==> src/rtl/async_xcvr.sv <==
module async_xcvr #(
  parameter int DIV_W = 16
) (
  input  logic        clk,
  input  logic        rst_n,
  input  logic        wr_en,
  input  logic [1:0]  wr_addr,
  input  logic [15:0] wr_data,
  input  logic        rd_en,
  output logic [8:0]  rx_data,
  output logic        rx_addr,
  output logic        rx_ready,
  output logic        tx_ready,
  output logic        err_parity,
  output logic        err_frame,
  output logic        err_overrun,
  output logic        rx_break,
  output logic        rx_timeout,
  output logic        txd,
  input  logic        rxd,
  output logic        rts_n,
  input  logic        cts_n,
  output logic        de
);
  localparam logic [2:0] P_IDLE = 3'd0, P_START = 3'd1, P_DATA = 3'd2, P_STOP = 3'd3, P_GUARD = 3'd4;

  logic [14:0] mode;
  logic [DIV_W-1:0] div, div_cnt;
  logic [7:0] guard, tmo;

  always_ff @(posedge clk or negedge rst_n)
    if (!rst_n) begin
      mode <= 15'h0008; div <= '0; guard <= '0; tmo <= '0;
    end else if (wr_en) begin
      case (wr_addr)
        2'd0: mode <= wr_data[14:0];
        2'd1: div <= wr_data[DIV_W-1:0];
        2'd2: begin guard <= wr_data[7:0]; tmo <= wr_data[15:8]; end
        default: ;
      endcase
    end

  wire [3:0] len   = (mode[3:0] < 4'd5) ? 4'd5 : (mode[3:0] > 4'd9) ? 4'd9 : mode[3:0];
  wire [1:0] stop  = mode[5:4];
  wire [1:0] par   = mode[7:6];
  wire       msbf  = mode[8];
  wire       flow  = mode[10];
  wire       mdrop = mode[11];
  wire [1:0] tmode = mode[13:12];
  wire       brk   = mode[14];
  wire [12:0] osn  = mode[9] ? 13'd8 : 13'd16;
  wire [3:0] nbits = len + {3'd0, mdrop || (par != 2'd0)};

  wire tick = (div_cnt == div);
  always_ff @(posedge clk or negedge rst_n)
    if (!rst_n) div_cnt <= '0;
    else div_cnt <= tick ? '0 : div_cnt + 1'b1;

  // transmitter
  logic [2:0] tx_ph;
  logic [3:0] tx_k, tx_nk;
  logic [12:0] tx_tk, tx_lim;
  logic [9:0] tx_word, tx_buf;
  logic [8:0] tx_dm;
  logic tx_line, tx_pend, tx_nb;

  wire tx_go  = tx_pend && (!flow || !cts_n);
  wire tx_end = (tx_ph == P_IDLE) || (tx_ph == P_GUARD) || (tx_ph == P_STOP && guard == 8'd0);
  assign tx_nk = (tx_ph == P_START) ? 4'd0 : tx_k + 4'd1;

  always_comb begin
    tx_dm = tx_word[8:0] & ~(9'h1FF << len);
    if (tx_nk < len) tx_nb = msbf ? tx_dm[len - 4'd1 - tx_nk] : tx_dm[tx_nk];
    else tx_nb = mdrop ? tx_word[9] : ((par == 2'd2) ^ (^tx_dm));
    case (tx_ph)
      P_STOP:  tx_lim = (stop == 2'd0) ? osn : (stop == 2'd1) ? osn + (osn >> 1) : osn << 1;
      P_GUARD: tx_lim = {5'd0, guard} * osn;
      default: tx_lim = osn;
    endcase
  end

  always_ff @(posedge clk or negedge rst_n)
    if (!rst_n) begin
      tx_ph <= P_IDLE; tx_k <= '0; tx_tk <= '0; tx_line <= 1'b1;
      tx_word <= '0; tx_buf <= '0; tx_pend <= 1'b0;
    end else begin
      if (tick) begin
        if (tx_ph != P_IDLE && tx_tk != tx_lim - 13'd1) tx_tk <= tx_tk + 13'd1;
        else begin
          tx_tk <= '0;
          if (tx_end) begin
            if (tx_go) begin
              tx_ph <= P_START; tx_word <= tx_buf; tx_pend <= 1'b0; tx_line <= 1'b0; tx_k <= '0;
            end else begin
              tx_ph <= P_IDLE; tx_line <= 1'b1;
            end
          end else if (tx_ph == P_STOP) tx_ph <= P_GUARD;
          else if (tx_ph == P_DATA && tx_k == nbits - 4'd1) begin
            tx_ph <= P_STOP; tx_line <= 1'b1;
          end else begin
            tx_ph <= P_DATA; tx_k <= tx_nk; tx_line <= tx_nb;
          end
        end
      end
      if (wr_en && wr_addr == 2'd3) begin tx_buf <= wr_data[9:0]; tx_pend <= 1'b1; end
    end

  wire tx_out = brk ? 1'b0 : tx_line;
  assign tx_ready = !tx_pend;
  assign de  = (tx_ph == P_START) || (tx_ph == P_DATA) || (tx_ph == P_STOP);
  assign txd = (tmode == 2'd0) ? tx_out : (tmode == 2'd2) ? 1'b1 : rxd;

  // receiver
  logic rs1, rs2, armed, tmo_on, rx_one, rx_x;
  logic [2:0] rx_ph;
  logic [3:0] rx_k;
  logic [12:0] rx_tk;
  logic [8:0] rx_d;
  logic [7:0] tcnt;
  wire rx_src = (tmode == 2'd2) ? tx_out : (tmode == 2'd3) ? 1'b1 : rs2;

  always_ff @(posedge clk or negedge rst_n)
    if (!rst_n) begin
      rs1 <= 1'b1; rs2 <= 1'b1; armed <= 1'b0; tmo_on <= 1'b0; rx_one <= 1'b0; rx_x <= 1'b0;
      rx_ph <= P_IDLE; rx_k <= '0; rx_tk <= '0; rx_d <= '0; tcnt <= '0;
      rx_data <= '0; rx_addr <= 1'b0; rx_ready <= 1'b0; err_parity <= 1'b0; err_frame <= 1'b0;
      err_overrun <= 1'b0; rx_break <= 1'b0; rx_timeout <= 1'b0;
    end else begin
      rs1 <= rxd; rs2 <= rs1;
      if (wr_en && wr_addr == 2'd0) begin err_overrun <= 1'b0; rx_break <= 1'b0; rx_timeout <= 1'b0; end
      if (rd_en) rx_ready <= 1'b0;
      if (tick) case (rx_ph)
        P_IDLE:
          if (armed && !rx_src) begin rx_ph <= P_START; rx_tk <= '0; tmo_on <= 1'b0; end
          else begin
            if (rx_src) armed <= 1'b1;
            if (tmo_on) begin
              if (rx_tk == osn - 13'd1) begin
                rx_tk <= '0; tcnt <= tcnt + 8'd1;
                if (tcnt + 8'd1 == tmo) begin rx_timeout <= 1'b1; tmo_on <= 1'b0; end
              end else rx_tk <= rx_tk + 13'd1;
            end
          end
        P_START:
          if (rx_tk == (osn >> 1) - 13'd1) begin
            rx_tk <= '0;
            if (rx_src) rx_ph <= P_IDLE;
            else begin rx_ph <= P_DATA; rx_k <= '0; rx_d <= '0; rx_one <= 1'b0; end
          end else rx_tk <= rx_tk + 13'd1;
        P_DATA:
          if (rx_tk == osn - 13'd1) begin
            rx_tk <= '0; rx_one <= rx_one | rx_src;
            if (rx_k < len) rx_d[msbf ? len - 4'd1 - rx_k : rx_k] <= rx_src;
            else rx_x <= rx_src;
            if (rx_k == nbits - 4'd1) rx_ph <= P_STOP; else rx_k <= rx_k + 4'd1;
          end else rx_tk <= rx_tk + 13'd1;
        default:
          if (rx_tk == osn - 13'd1) begin
            rx_tk <= '0; rx_ph <= P_IDLE; armed <= 1'b0; tcnt <= '0; tmo_on <= (tmo != 8'd0);
            if (!rx_one && !rx_src) rx_break <= 1'b1;
            else begin
              rx_data <= rx_d; rx_addr <= mdrop & rx_x; err_frame <= !rx_src;
              err_parity <= !mdrop && (par != 2'd0) && (rx_x != ((par == 2'd2) ^ (^rx_d)));
              if (rx_ready && !rd_en) err_overrun <= 1'b1;
              rx_ready <= 1'b1;
            end
          end else rx_tk <= rx_tk + 13'd1;
      endcase
    end

  assign rts_n = flow && rx_ready;

  assert_idle_line_high_R1: assert property (@(posedge clk) disable iff (!rst_n)
    (tx_ph == P_IDLE) |-> tx_line);
  assert_cts_gates_start_R8: assert property (@(posedge clk) disable iff (!rst_n)
    (flow && $rose(de)) |-> $past(!cts_n));
  assert_ready_drop_R4: assert property (@(posedge clk) disable iff (!rst_n)
    $fell(rx_ready) |-> $past(rd_en));
  assert_overrun_cause_R4: assert property (@(posedge clk) disable iff (!rst_n)
    $rose(err_overrun) |-> $past(rx_ready));
  assert_timeout_idle_R9: assert property (@(posedge clk) disable iff (!rst_n)
    $rose(rx_timeout) |-> (rx_ph == P_IDLE));
  assert_de_needs_char_R13: assert property (@(posedge clk) disable iff (!rst_n)
    $rose(de) |-> $past(tx_pend));
endmodule

==> config.mk <==
export PLATFORM = sky130hd
export DESIGN_NAME = async_xcvr
export DESIGN_NICKNAME = d
export VERILOG_FILES = /design/src/rtl/async_xcvr.sv
export SDC_FILE = /design/constraint.sdc
export NUM_CORES = 1
export LEC_CHECK = 0
export BUFFER_PORTS_ARGS = -buffer_cell sky130_fd_sc_hd__buf_2
export CORE_AREA = 5 5 129 131
export DETAILED_ROUTE_END_ITERATION = 8
export DIE_AREA = 0 0 134 136
export GPL_ROUTABILITY_DRIVEN = 1
export PLACE_DENSITY = 0.79
export SLEW_MARGIN = 20
export SYNTH_ARGS = -nofsm -noshare
export SYNTH_HDL_FRONTEND = slang
export SYNTH_SLANG_ARGS = --single-unit
==> constraint.sdc <==
create_clock -name clk -period 9.25 [get_ports clk]
set_clock_uncertainty 0.05 [all_clocks]
set_input_delay 1.3875 -clock clk [delete_from_list [all_inputs] [get_ports clk]]
set_output_delay 1.3875 -clock clk [all_outputs]
set_load 0.05 [all_outputs]
==> results of run 1 <==
placed cells by master (no fill, tap or decap), types with 4 or more instances in the layout:
cell type / netlist / routed
a211oi_1: 7 / 7
a21o_1: 6 / 6
a21oi_1: 26 / 26
a22o_1: 10 / 10
a31oi_1: 7 / 7
and2_1: 7 / 7
and3_1: 16 / 16
and3b_1: 5 / 5
buf_2: 7 / 42
buf_4: 1 / 5
clkbuf_16: 0 / 17
conb_1: 2 / 5
dfrtp_1: 159 / 159
dfstp_2: 4 / 4
ha_1: 36 / 36
inv_1: 47 / 47
inv_6: 0 / 5
mux2_1: 9 / 9
mux2_2: 72 / 72
mux2i_1: 16 / 16
nand2_1: 70 / 70
nand2b_1: 14 / 14
nand3_1: 32 / 32
nand3b_1: 5 / 5
nand4_1: 14 / 14
nor2_1: 75 / 75
nor2b_1: 11 / 11
nor3_1: 24 / 24
nor3b_1: 5 / 4
o21a_1: 6 / 6
o21ai_0: 68 / 68
o22ai_1: 7 / 7
o2bb2ai_1: 5 / 5
o31ai_1: 12 / 12
or2_2: 6 / 6
or3_1: 5 / 5
xnor2_1: 56 / 56
xor2_1: 35 / 35
routing by layer:
metal  wire, um  GRT usage  vias up  share of wire
li1           -          -     3580              -
met4        537    0.09657        0          0.024
met1       9897     0.3490     3657           0.45
met5          0          0        -              0
met2      10510     0.4085      196           0.48
met3        985    0.03886       40          0.045
worst max-delay path: stages, from the launching register on:
cell and delay (ps):
dfrtp_1 790, mux2_2 420, ha_1 410, xnor2_1 190, o31a_1 270, a2111o_1 350, or3_1 360, a211oi_1 230
o2111ai_1 170, buf_4 210, a211oi_2 750, mux2_2 410
flip-flops by register name, summed over array words and instances (netlist names), 2 cells and up:
register  count
rx_d          9
rx_k          4
rx_data       9
div          16
rx_ph         2
tx_word      10
tcnt          8
div_cnt      16
guard         8
tx_tk        13
tx_buf       10
tmo           8
tx_k          4
rx_tk        13
tx_ph         3
mode         15
synth_stat cells (9+ instances only):
master / count / area (um2)
nand4_1: 14 / 87.58
mux2_2: 72 / 810.8
xnor2_1: 56 / 490.5
nor2_1: 75 / 281.5
inv_1: 47 / 176.4
mux2i_1: 16 / 160.2
nor2b_1: 11 / 68.82
xor2_1: 35 / 306.5
nand2_1: 70 / 262.8
mux2_1: 9 / 101.4
a21oi_1: 26 / 130.1
ha_1: 36 / 450.4
o31ai_1: 12 / 90.09
o21ai_0: 68 / 340.3
nor3_1: 24 / 120.1
nand3_1: 32 / 160.2
a22o_1: 10 / 87.58
nand2b_1: 14 / 87.58
clkbuf_1: 30 / 112.6
dfrtp_1: 159 / 3979
and3_1: 16 / 100.1
final timing paths:
check,from,endpoint,cells after the start
worst max-delay path,mode[9],tx_word[0],11
worst min-delay path,rs1,rs2,0
worst max register to register,mode[9],tx_word[0],11
worst min register to register,rs1,rs2,0
max in group asynchronous,rst_n,tx_tk[10],2
min in group asynchronous,rst_n,rx_tk[8],1
layout make-up:
class | instances | area (um2) | area share
clock inverters | 12 | 115.1 | 0.01073
flip-flops and latches | 163 | 4084 | 0.3806
multi-input cells | 742 | 5386 | 0.5019
well taps | 192 | 240.2 | 0.02239
repair buffers | 48 | 259.0 | 0.02413
clock buffers | 20 | 466.7 | 0.04349
inverters | 48 | 180.2 | 0.01679
power by group through the flow:
| stage | registers, mW | logic (mW) | clock network (mW) |
|---|---|---|---|
| 2_1_floorplan | 0.841 | 0.316 | 0 |
| 3_3_place_gp | 0.872 | 0.375 | 0 |
| 3_5_place_dp | 0.875 | 0.387 | 0 |
| 4_1_cts | 0.863 | 0.395 | 0.699 |
| 5_1_grt | 0.874 | 0.446 | 0.734 |
| 6_report | 0.864 | 0.398 | 0.695 |
logic make-up (layout without fill, tap and decap cells):
kind of cell / after synthesis / in the layout / share of synthesized area
AO/OA/AOI/OAI: 195 / 195 / 0.1312
XOR/XNOR: 95 / 95 / 0.09090
multiplexers: 98 / 98 / 0.1119
buffers and inverters: 88 / 128 / 0.03503
adder cells (fa/ha/maj): 39 / 39 / 0.05216
flip-flops: 163 / 163 / 0.4173
other: 2 / 5 / 0.0007674
AND/OR/NAND/NOR: 310 / 310 / 0.1608
==> impl_metrics.ini, run 1 <==
[pwr]
p_total_mw = 1.958
pwr-share-clk = 0.355
combPwrFrac = 0.204
p_seq_frac = 0.441
switchingPower_mw = 0.6078
p_leak_nw = 4.752
irDropWorstVdd_uv = 130.8
internal_power_mw = 1.350
switching_share = 0.3105
p_per_area_nw_per_um2 = 182.4

[cts]
clk_pin_slew_ps = 70
h-tree-depth = 4
cts.repair.resized = 0
worst_skew_pair.late_latency_ps = 430
clock-root-buffer = clkbuf_16
ctsHoldBuffers = 0
cts.sinks = 163
cts_buffers = 17
cts_setup_buffers = 0
cts_tree = done
cts_buffer_depth = 2

[die]
start_util = 0.6321
dieArea_um2 = 18220
coreArea_um2 = 15480
pin_count = 44
std_cell_rows = 46
die_w_um = 134
die_h_um = 136

[sta]
slew_viol_final = 0
rsz0062_at_grt = false
holdWs_ps = 313.9
worst_slew_pin_slew_ps = 979.7
min_period_ps = 4721
fmax_ghz = 0.2118
finalSetupViolCount = 0
slew_headroom = 0.3425
tns_ps = 0
fin_crit_sh = 0.5104
hold_violations = 0
worst_slack_ps = 4529

[global_route]
gr-total-overflow = 0
grt_first_pass_wirelength_mm = 37.20
grt_pass1_vias = 7346
track_usage = 0.2534
antenna_found_initial = 0
grt_max_degree = 97

[placed_design]
dp.cells = 1193
hpwlAfterDp_mm = 15.31
place_ws_ps = 4543
place_area_um2 = 10150
place.gp.congestion = 0.9799
io_buffers = 43

[detailed_routing]
vias = 7473
vias_per_cell = 6.100
ant_nets = 0
routed_wirelength_mm = 21.93
drc_errors = 0
drt_iter0_markers = 605
firstDrtPassIters = 6
wire_per_inst_um = 17.90

[layout]
layout.nets = 1083
final_cells = 1225
nFillCells = 1145
diodes = 0
fin_area_um2 = 10730
fin_util = 0.6931
syn_to_final_growth_pct = 9.652
post_route_cells_drive_above_1_share = 0.1684

[logic_synthesis]
syn_area_per_cell_um2 = 9.886
synth-seq-cells = 163
ys_warn_count = 0
netlist_instances = 990
synth_area_um2 = 9787
synth_cell_types = 77
yosysSeqAreaShare = 0.4173
synthArstFlopShare = 1.000
synth_edf_count = 0
synth_flop_cell = dfrtp_1

[critical_path]
worstSetupPathType = reg -> reg
endpoint_kind = flop
worstPathRequired_ps = 9510
critPathLaunchType = flop
worstPathArrival_ps = 4980
worstPathMaxFanout = 21
reg2reg_slack_ps = 4530

[job]
drv_cap = 0

[run_status]
status = complete, no violations

[min_path]
min_path_type = reg -> reg
No activity file was read; power rests on OpenSTA's default activity.
==> run 2: changes to the inputs <==
Settings changed: ABC_AREA set to 1, CORE_AREA 5 5 129 131 to 5 5 138 140, DIE_AREA 0 0 134 136 to 0 0 143 145, PLACE_DENSITY 0.79 to 0.71.
Clock period 9.25 ns to 3.88 ns, I/O delays scaled along.
==> run 2 against run 1 <==
Die area rose by 14%. Sequential cell count did not move. Largest cell class unchanged. Global-route usage fell by 2.8 points. Highest routed layer unchanged.
==> impl_metrics.ini, run 2 <==
[logic_synthesis]
netlist_instances = 1273
synth_cell_types = 48
post-synth-top-count-cell = nand2_1
synth_commonest_cells = nand2_1, inv_1, dfrtp_1
synth_top_area_cell = dfrtp_1
synth-seq-cells = 163
syn_area_per_cell_um2 = 7.601
synthArstFlopShare = 1.000
synth_top_area_frac = 0.4112
synthTopCellsByArea = dfrtp_1, nand2_1, inv_1
synth_area_um2 = 9676
synth_edf_count = 0
synth_flop_cell = dfrtp_1
yosysSeqAreaShare = 0.4221
ys_warn_count = 0

[placed_design]
hpwlAfterDp_mm = 16.58
place_ws_ps = 412.7
place_area_um2 = 10120
dp.cells = 1525
io_buffers = 43
place.gp.congestion = 0.9045

[layout]
final_cell_mix = nand2_1, inv_1, dfrtp_1
post_route_cells_drive_above_1_share = 0.09194
diodes = 0
layout.nets = 1378
mostFrequentLayoutCell = nand2_1
final_cells = 1556
top_regs = div (16), div_cnt (16), mode (15)
syn_to_final_growth_pct = 11.10
multiInputGateArea_um2 = 4827
seq_area_um2 = 4084
nFillCells = 1547
fin_util = 0.6067
fin_area_um2 = 10750

[critical_path]
worstSetupPathType = reg -> reg
endpoint_kind = flop
worstPathArrival_ps = 3710
worstPathMaxFanout = 14
cp_top_family = simple AND/OR/NAND/NOR gates
critPathLaunchType = flop
worstPathRequired_ps = 4120
crit_path_cell_trace = buf_4 -> o21ai_0 -> nand3_2 -> inv_1 -> ha_1 -> inv_1 -> ha_1 -> inv_1 -> ha_1 -> nand2_1 -> nor2_1 -> a211oi_1 -> nand2b_1 -> nand3_1 -> nand2_1 -> nand2_1 -> nor2_1 -> nand2_1 -> a21oi_1 -> o22ai_1
cp_num_buf_inv = 4
crit_top_cell = nand2_1
cpMaxStageDelayCell = dfstp_2
cpPeakStageDelay_ps = 540

[sta]
worst_slew_pin_slew_ps = 984.3
hold_violations = 0
slew_headroom = 0.3420
worst_slack_ps = 412.1
min_period_ps = 3468
rsz0062_at_grt = false
tns_ps = 0
slew_viol_final = 0
finalSetupViolCount = 0
fmax_ghz = 0.2884
fin_crit_sh = 0.8938

[die]
std_cell_rows = 49
coreArea_um2 = 17720
start_util = 0.5461
dieArea_um2 = 20740
die_w_um = 143
die_h_um = 145
pin_count = 44

[pwr]
irDropWorstVdd_uv = 338.1
p_leak_nw = 5.317
p_per_area_nw_per_um2 = 438.3

[global_route]
gr-total-overflow = 0
grt_first_pass_wirelength_mm = 38.05
antenna_found_initial = 0
grt_pass1_vias = 7920
grt_max_degree = 88
track_usage = 0.2251

[cts]
h-tree-depth = 4
clock-root-buffer = clkbuf_16
worst_skew_pair.late_latency_ps = 430
cts.sinks = 163
clk_pin_slew_ps = 70
cts_setup_buffers = 0
cts_buffer_depth = 2
cts_tree = done
cts_buffers = 17

[job]
drv_cap = 0

[detailed_routing]
vias_per_cell = 5.237
vias = 8148
drc_errors = 0
wire_per_inst_um = 14.41
routed_wirelength_mm = 22.42
ant_nets = 0
drt_iter0_markers = 594
firstDrtPassIters = 5

[run_status]
status = complete, no violations

[min_path]
min_path_type = in -> async
## run 2: cell families after synthesis
| kind of cell | synth area share |
|---|---|
| buf+inv | 0.08121 |
| compound gates | 0.1254 |
| fa+ha+maj | 0.05276 |
| xor+xnor | 0.05431 |
| flops | 0.4221 |
| simple gates | 0.2634 |
| other cells | 0.0007762 |
## run 2: routing by layer
layer,GRT usage,share of wire,vias up
met5,0,0,-
met4,0.08080,0.024,0
met3,0.03685,0.036,42
met2,0.3452,0.45,159
met1,0.3234,0.49,3722
li1,-,-,4225
## run 2: repair_timing
item | in CTS | in global routing
hold buffers | 0 | 0
gates resized for setup | 0 | 1
setup endpoints to repair | 0 | 4
## run 2: area by class of cell
type | count | area share
clock buffers | 21 | 0.04377
clock inverters | 10 | 0.01385
inverters | 172 | 0.06006
multi-input cells | 911 | 0.4491
flip-flops and latches | 163 | 0.3799
well taps | 229 | 0.02666
repair buffers | 50 | 0.02666
## run 2: path summary, 6_finish.rpt
| path | slack, ps | startpoint | to | depth (start not counted) |
|---|---|---|---|---|
| max | 410 | mode[3] | rx_d[1] | 20 |
| min | 140 | rst_n | rx_tk[12] | 1 |
| max reg2reg | 410 | mode[3] | rx_d[1] | 20 |
| min reg2reg | 310 | rs1 | rs2 | 0 |
| max in group asynchronous | 2800 | rst_n | tx_line | 2 |
| min in group clk | 230 | rxd | rs1 | 1 |
## run 2: where the power goes
group / switching [mW] / internal (mW)
Clock: 0.708 / 1.07
Combinational: 0.571 / 0.361
Sequential: 0.150 / 1.85
## run 2: per-stage QoR
stage,hold slack [ps],power (mW)
finish,137.0,4.711
global route,211.4,4.984
CTS,182.9,4.726
detailed placement,296.8,2.951
global placement,296.4,2.920
floorplan,236.4,2.702
